==> src/rtl/bls_pkg.sv <==
package bls_pkg;

    localparam int LANE_W    = 8;
    localparam int BUS_W     = 2 * LANE_W;
    localparam int MAX_BYTES = 4;
    localparam int DATA_W    = MAX_BYTES * LANE_W;
    localparam int IDX_W     = $clog2(MAX_BYTES);
    localparam int REM_W     = $clog2(MAX_BYTES + 1);

    typedef enum logic [1:0] {
        CYC_EVEN_BYTE = 2'd0,
        CYC_ODD_BYTE  = 2'd1,
        CYC_EVEN_WORD = 2'd2
    } cyc_kind_e;

    typedef enum logic {
        ST_IDLE = 1'b0,
        ST_BUS  = 1'b1
    } split_state_e;

    typedef struct packed {
        logic             a0;
        logic             hbe_n;
        logic [REM_W-1:0] nbytes;
    } cyc_code_t;

    // Kind of the next cycle from the current byte address parity and bytes left
    function automatic cyc_kind_e pick_kind(input logic a0, input logic [REM_W-1:0] remain);
        if (a0)
            return CYC_ODD_BYTE;
        else if (remain >= REM_W'(2))
            return CYC_EVEN_WORD;
        else
            return CYC_EVEN_BYTE;
    endfunction

    function automatic cyc_code_t encode_kind(input cyc_kind_e k);
        cyc_code_t c;
        case (k)
            CYC_ODD_BYTE:  begin c.a0 = 1'b1; c.hbe_n = 1'b0; c.nbytes = REM_W'(1); end
            CYC_EVEN_WORD: begin c.a0 = 1'b0; c.hbe_n = 1'b0; c.nbytes = REM_W'(2); end
            default:       begin c.a0 = 1'b0; c.hbe_n = 1'b1; c.nbytes = REM_W'(1); end
        endcase
        return c;
    endfunction

    function automatic logic [REM_W-1:0] size_to_bytes(input logic [1:0] code);
        case (code)
            2'd0:    return REM_W'(1);
            2'd1:    return REM_W'(2);
            default: return REM_W'(4);
        endcase
    endfunction

endpackage

==> src/rtl/bls_cycle_plan.sv <==
module bls_cycle_plan
    import bls_pkg::*;
(
    input  logic             cur_a0,
    input  logic [REM_W-1:0] remain,
    output cyc_kind_e        kind,
    output cyc_code_t        code
);
    always_comb begin
        kind = pick_kind(cur_a0, remain);
        code = encode_kind(kind);
    end
endmodule

==> src/rtl/bls_wlane.sv <==
module bls_wlane
    import bls_pkg::*;
(
    input  cyc_kind_e          kind,
    input  logic [IDX_W-1:0]   idx,
    input  logic [DATA_W-1:0]  wdata,
    output logic [BUS_W-1:0]   lanes
);
    logic [DATA_W-1:0] shifted;
    logic [LANE_W-1:0] first_b;
    logic [LANE_W-1:0] second_b;

    always_comb begin
        shifted  = wdata >> {idx, 3'b000};
        first_b  = shifted[LANE_W-1:0];
        second_b = shifted[2*LANE_W-1:LANE_W];
        case (kind)
            CYC_ODD_BYTE:  lanes = {first_b, {LANE_W{1'b0}}};
            CYC_EVEN_WORD: lanes = {second_b, first_b};
            default:       lanes = {{LANE_W{1'b0}}, first_b};
        endcase
    end
endmodule

==> src/rtl/bls_rmerge.sv <==
module bls_rmerge
    import bls_pkg::*;
(
    input  logic               clk,
    input  logic               rst,
    input  logic               clear,
    input  logic               capture,
    input  cyc_kind_e          kind,
    input  logic [IDX_W-1:0]   idx,
    input  logic [BUS_W-1:0]   rdata,
    output logic [DATA_W-1:0]  result
);
    logic [IDX_W-1:0] idx_next;
    assign idx_next = idx + IDX_W'(1);

    for (genvar j = 0; j < MAX_BYTES; j++) begin : g_slot
        localparam logic [IDX_W-1:0] SLOT = IDX_W'(j);
        logic [LANE_W-1:0] slot_q;

        always_ff @(posedge clk) begin
            if (rst || clear) begin
                slot_q <= '0;
            end else if (capture) begin
                case (kind)
                    CYC_ODD_BYTE:
                        if (idx == SLOT) slot_q <= rdata[BUS_W-1:LANE_W];
                    CYC_EVEN_WORD: begin
                        if (idx == SLOT)      slot_q <= rdata[LANE_W-1:0];
                        if (idx_next == SLOT) slot_q <= rdata[BUS_W-1:LANE_W];
                    end
                    default:
                        if (idx == SLOT) slot_q <= rdata[LANE_W-1:0];
                endcase
            end
        end

        assign result[j*LANE_W +: LANE_W] = slot_q;
    end
endmodule

==> src/rtl/bytelane_splitter.sv <==
module bytelane_splitter
    import bls_pkg::*;
#(
    parameter int ADDR_W = 24
) (
    input  logic                clk,
    input  logic                rst,
    input  logic                req_start,
    input  logic [ADDR_W-1:0]   req_addr,
    input  logic [1:0]          req_size,
    input  logic                req_write,
    input  logic [DATA_W-1:0]   req_wdata,
    output logic                busy,
    output logic                done,
    output logic [DATA_W-1:0]   rd_data,
    output logic                bus_strobe,
    output logic                bus_write,
    output logic [ADDR_W-2:0]   bus_waddr,
    output logic                bus_a0,
    output logic                bus_hbe_n,
    output logic [BUS_W-1:0]    bus_wdata,
    input  logic [BUS_W-1:0]    bus_rdata,
    input  logic                bus_ack
);
    split_state_e       state_q;
    logic [ADDR_W-1:0]  cur_addr_q;
    logic [REM_W-1:0]   remain_q;
    logic [IDX_W-1:0]   idx_q;
    logic [DATA_W-1:0]  wdata_q;
    logic               write_q;
    logic               done_q;

    cyc_kind_e          kind;
    cyc_code_t          code;
    logic               accept;
    logic               step;
    logic               last_step;

    bls_cycle_plan u_plan (
        .cur_a0 (cur_addr_q[0]),
        .remain (remain_q),
        .kind   (kind),
        .code   (code)
    );

    bls_wlane u_wlane (
        .kind  (kind),
        .idx   (idx_q),
        .wdata (wdata_q),
        .lanes (bus_wdata)
    );

    bls_rmerge u_rmerge (
        .clk     (clk),
        .rst     (rst),
        .clear   (accept),
        .capture (step && !write_q),
        .kind    (kind),
        .idx     (idx_q),
        .rdata   (bus_rdata),
        .result  (rd_data)
    );

    assign accept    = (state_q == ST_IDLE) && req_start;
    assign step      = (state_q == ST_BUS) && bus_ack;
    assign last_step = step && (remain_q == code.nbytes);

    always_ff @(posedge clk) begin
        if (rst) begin
            state_q    <= ST_IDLE;
            cur_addr_q <= '0;
            remain_q   <= '0;
            idx_q      <= '0;
            wdata_q    <= '0;
            write_q    <= 1'b0;
            done_q     <= 1'b0;
        end else begin
            done_q <= 1'b0;
            if (accept) begin
                state_q    <= ST_BUS;
                cur_addr_q <= req_addr;
                remain_q   <= size_to_bytes(req_size);
                idx_q      <= '0;
                wdata_q    <= req_wdata;
                write_q    <= req_write;
            end else if (step) begin
                cur_addr_q <= cur_addr_q + ADDR_W'(code.nbytes);
                remain_q   <= remain_q - code.nbytes;
                idx_q      <= idx_q + IDX_W'(code.nbytes);
                if (last_step) begin
                    state_q <= ST_IDLE;
                    done_q  <= 1'b1;
                end
            end
        end
    end

    assign busy       = (state_q == ST_BUS);
    assign done       = done_q;
    assign bus_strobe = (state_q == ST_BUS);
    assign bus_write  = write_q;
    assign bus_waddr  = cur_addr_q[ADDR_W-1:1];
    assign bus_a0     = code.a0;
    assign bus_hbe_n  = code.hbe_n;


    illegal_pair_chk: assert property (@(posedge clk) disable iff (rst)
        bus_strobe |-> !(bus_a0 && bus_hbe_n));


    hold_until_ack_chk: assert property (@(posedge clk) disable iff (rst)
        (bus_strobe && !bus_ack) |=> (bus_strobe && $stable(bus_waddr) && $stable(bus_a0)
            && $stable(bus_hbe_n) && $stable(bus_wdata) && $stable(bus_write)));


    done_after_ack_chk: assert property (@(posedge clk) disable iff (rst)
        done |-> $past(bus_strobe && bus_ack));


    done_single_chk: assert property (@(posedge clk) disable iff (rst)
        done |=> !done);


    done_not_busy_chk: assert property (@(posedge clk) disable iff (rst)
        done |-> !busy);


    idle_quiet_chk: assert property (@(posedge clk) disable iff (rst)
        !busy |-> !bus_strobe);


    remain_nonzero_chk: assert property (@(posedge clk) disable iff (rst)
        bus_strobe |-> (remain_q != '0));

endmodule

==> config.mk <==
export PLATFORM = sky130hd
export DESIGN_NAME = bytelane_splitter
export DESIGN_NICKNAME = d
export VERILOG_FILES = /design/src/rtl/bls_pkg.sv /design/src/rtl/bls_cycle_plan.sv /design/src/rtl/bls_wlane.sv /design/src/rtl/bls_rmerge.sv /design/src/rtl/bytelane_splitter.sv
export SDC_FILE = /design/constraint.sdc
export NUM_CORES = 1
export LEC_CHECK = 0
export ABC_CLOCK_PERIOD_IN_PS = 2500
export BUFFER_PORTS_ARGS = -buffer_cell sky130_fd_sc_hd__buf_4
export CORE_ASPECT_RATIO = 1.1
export CORE_MARGIN = 3
export CORE_UTILIZATION = 42
export CTS_BUF_LIST = sky130_fd_sc_hd__clkbuf_4 sky130_fd_sc_hd__clkbuf_8
export DETAILED_ROUTE_END_ITERATION = 10
export PLACE_DENSITY = 0.69
export SYNTH_ARGS = -nofsm -noshare
export SYNTH_HDL_FRONTEND = slang
export SYNTH_SLANG_ARGS = --single-unit
==> constraint.sdc <==
create_clock -name clk -period 2.5 [get_ports clk]
set_clock_uncertainty 0.2 [all_clocks]
set_input_delay 0.25 -clock clk [delete_from_list [all_inputs] [get_ports clk]]
set_output_delay 0.25 -clock clk [all_outputs]
set_load 0.02 [all_outputs]
==> summary.txt <==
Outcome
  – Outcome: finished clean

Clock network
  – CTS Root Cell: clkbuf_8
  – # clock sinks: 96
  – Reg clk slew, reported paths: 0.10 ns
  – CTS Buffer Depth: 2
  – Later-pin clock latency in the skew report: 0.39 ns
  – CTS tree: done
  – H-tree Lvls: 3
  – Total CTS buffers: 9

Global routing
  – Initial antenna violation count: 0
  – Met1 Usage GRT: 32.81%
  – Total GRT Usage: 25.05%
  – Largest net degree at the start of global routing: 64
  – Met2 Use GR: 40.13%
  – First-pass GRT wire length: 30080 um
  – GR Overflow Total: 0
  – GR peak layer: met2
  – Met3 usage: 4.784%
  – Vias in the first global route: 6054

Setup path
  – Reg2Reg Depth: 5
  – Worst setup EP type: flop
  – R2R Path End: cur_addr_q[18]
  – Crit Path Max Fanout: 9
  – R2R Setup Slk: 0.15 ns
  – Worst Setup SP: cur_addr_q[6]
  – Critical path type: flop to flop
  – Critical Path End: cur_addr_q[18]
  – CP most frequent cell: or4_1
  – CP peak stage delay: 0.69 ns
  – WP data arrival: 2.47 ns
  – Worst EP required: 2.62 ns
  – CP Cell Sequence: nand4_1 -> or4_1 -> buf_4 -> or4_1 -> a31oi_1
  – Critical Path Start Type: flop
  – Worst r2r src: cur_addr_q[6]
  – Critical Path Slowest Stage Cell: or4_1

Routing
  – DR iter-0 viols: 555
  – Initial DRT Pass Iterations: 5
  – Post-DRT Antenna Nets: 0
  – Vias per cell: 6.025
  – DR WL/cell: 17.74 um
  – Via count: 6392
  – Total wire length: 18820 um
  – DRC Markers: 0

Synthesis
  – Syn_area_per_cell: 7.818 um2
  – Post-synth ARST share: 0%
  – Mapped Cells: 716
  – YS warnings: 0
  – Synthesized area: 5598 um2
  – Sequential-to-total area share from yosys stat: 34.33%
  – Synth Register Bits: 96
  – Syn_nets: 799
  – Synth unique cells: 54
  – Top_reg_cell synth: dfxtp_1
  – Number of synthesized flops with an enable pin: 0

Timing
  – Final Setup Violations: 0
  – Measured slew at the worst slew-check pin: 0.8452 ns
  – Final Max Slew Viols: 0
  – Hold Fails Final Rpt: 0
  – Final setup TNS: 0 ns
  – Worst relative slew slack: 43.45%
  – Clock period minus worst slack: 2.353 ns
  – RSZ-0062 raised after global routing: false
  – Final period utilization: 94.13%
  – Fmax: 0.4250 GHz

Floorplanning
  – Die width: 116.1 um
  – Starting density of the core: 43.72%
  – Ports: 156
  – Die ar.: 14750 um2
  – Die H: 127.1 um
  – Rows: 43
  – Core ar.: 12800 um2

Cells and area
  – # nets final: 982
  – Layout filler cell count: 1160
  – Register area: 1926 um2
  – Area grow syn2layout: 37.57%
  – Ant diodes: 0
  – Final cell count without fillers: 1061
  – Multi-input gate area: 3362 um2
  – Layout cell share with drive strength beyond 1: 27.65%
  – Final Util: 60.14%

Place
  – Placed cells: 989
  – Number of port buffers: 155
  – Routability-driven placement congestion ratio: 0.8725
  – Post-detail-place hpwl: 13000 um

Hold path
  – Hold/Removal Path Class: input port to flop
  – Worst Hold Launch: req_addr[0]
  – Hold depth: 3

Pwr
  – Pwr/cell area: 489.6 nW/um2
  – Max VDD drop: 0.2367 mV
  – Pwr Total: 3.771 mW
  – Lkg Pwr: 3.037 nW

Run
  – Max cap viols: 0
==> worst min-delay path by stage <==
stage | to | slack [ns]
final | cur_addr_q[0] | 0.03
after global routing | cur_addr_q[0] | 0.04
after CTS | cur_addr_q[0] | 0.01
after detailed placement | wdata_q[30] | 0.25
after global placement | wdata_q[12] | 0.24
after floorplan | wdata_q[10] | 0.19
==> repair_timing <==
action / CTS / global route
setup endpoints to repair: 8 / 9
endpoints found under the hold margin: 56 / 0
buffers inserted: 0 / 0
gates resized for setup: 1 / 5
hold buffers: 56 / 0
cloned: 0 / 0
==> state kept, by name (all words and copies together) (netlist names) <==
name / count
wdata_q: 32
remain_q: 3
u_rmerge.g_slot.slot_q: 32
done: 1
idx_q: 2
cur_addr_q: 24
bus_strobe: 1
bus_write: 1
==> critical path, delay by kind of cell (launching register included) <==
kind | cells | cell delay [ns]
and+or+nand+nor | 3 | 1.29
buffers and inverters | 1 | 0.23
DFF | 1 | 0.44
AOI/OAI and AO/OA | 1 | 0.13
==> cells in the mapped netlist, types with 2 or more instances <==
master	number	area share, %
mux2i_1	11	2.0
a21oi_1	60	5.4
nand4_1	5	0.56
a22oi_1	30	4.0
nor2_1	38	2.5
o21ba_2	4	0.72
nor3b_1	2	0.27
buf_1	8	0.54
nand3b_1	4	0.54
nand2b_1	3	0.34
inv_1	16	1.1
and4_1	2	0.31
a211oi_1	16	2.1
a31oi_1	29	3.2
o221a_2	10	2.0
a21o_1	11	1.5
ha_1	4	0.89
o21ai_0	22	2.0
or4_1	11	1.5
o31ai_1	3	0.40
dfxtp_1	96	34
o311ai_0	5	0.78
xor2_1	2	0.31
a311oi_1	6	0.94
a221oi_1	8	1.3
nor3_1	3	0.27
and3_1	2	0.22
xnor2_1	2	0.31
nand3_1	27	2.4
o221ai_1	2	0.31
o32ai_1	9	1.4
o211ai_1	6	0.80
a311o_1	14	2.5
clkbuf_1	58	3.9
buf_2	2	0.18
and2_1	8	0.89
mux2_2	24	4.8
nand2_1	110	7.4
or3_1	11	1.2
nor2b_1	11	1.2
o22ai_1	8	0.89
==> layer usage <==
layer	vias to the layer above	wire length, um	part of all wire, %
met5	-	0	0
met4	0	561	3.0
met3	44	1395	7.4
met2	297	8933	47
met1	3006	7931	42
li1	3045	-	-
==> cell type report <==
cell class	instances	share of cell area, %
Inverter	18	0.8773
Timing Repair Buffer	241	25.57
Clock inverter	7	0.7311
Multi-Input combinational cell	533	43.66
Sequential cell	96	25.00
Tap cell	157	2.551
Clock buffer	9	1.608
==> per-stage QoR <==
step	area [um2]	hold WS, ns	setup WS [ns]
final	7701	0.03109	0.1468
after floorplan	5598	0.1860	0.04813
after CTS	7689	0.01032	0.03703
after global placement	6944	0.2415	0.1736
after global routing	7701	0.03800	0.01511
after detailed placement	6944	0.2471	0.1002
==> layout by cell type (no fill, tap or decap), types with 10 or more instances in the layout <==
| master | instances |
|---|---|
| a21oi_1 | 60 |
| dfxtp_1 | 93 |
| o21ai_0 | 22 |
| a311o_1 | 14 |
| buf_4 | 183 |
| or4_1 | 11 |
| nor2_1 | 38 |
| o221a_2 | 10 |
| mux2_2 | 24 |
| nand3_1 | 26 |
| inv_1 | 16 |
| a211oi_1 | 16 |
| nand2_1 | 110 |
| mux2i_1 | 11 |
| or3_1 | 11 |
| a21o_1 | 10 |
| a31oi_1 | 29 |
| dlygate4sd3_1 | 56 |
| a22oi_1 | 30 |
==> where the power goes <==
group          total [mW]  switching [mW]  internal, mW
clock network       0.974           0.602         0.372
logic                1.10           0.603         0.496
registers            1.70          0.0834          1.61
==> kinds of logic (layout without fill, tap and decap cells) <==
| kind of cell | after synthesis | after routing | synth area share [%] |
|---|---|---|---|
| xor gates and xnor gates | 4 | 4 | 0.6260 |
| AOI/OAI and AO/OA | 248 | 248 | 31.00 |
| buffers and inverters | 87 | 275 | 5.945 |
| DFF | 96 | 96 | 34.33 |
| adders and majority gates | 4 | 4 | 0.8941 |
| muxes | 35 | 35 | 6.795 |
| and+or+nand+nor | 242 | 242 | 20.41 |
(Power assumes the default switching activity.)
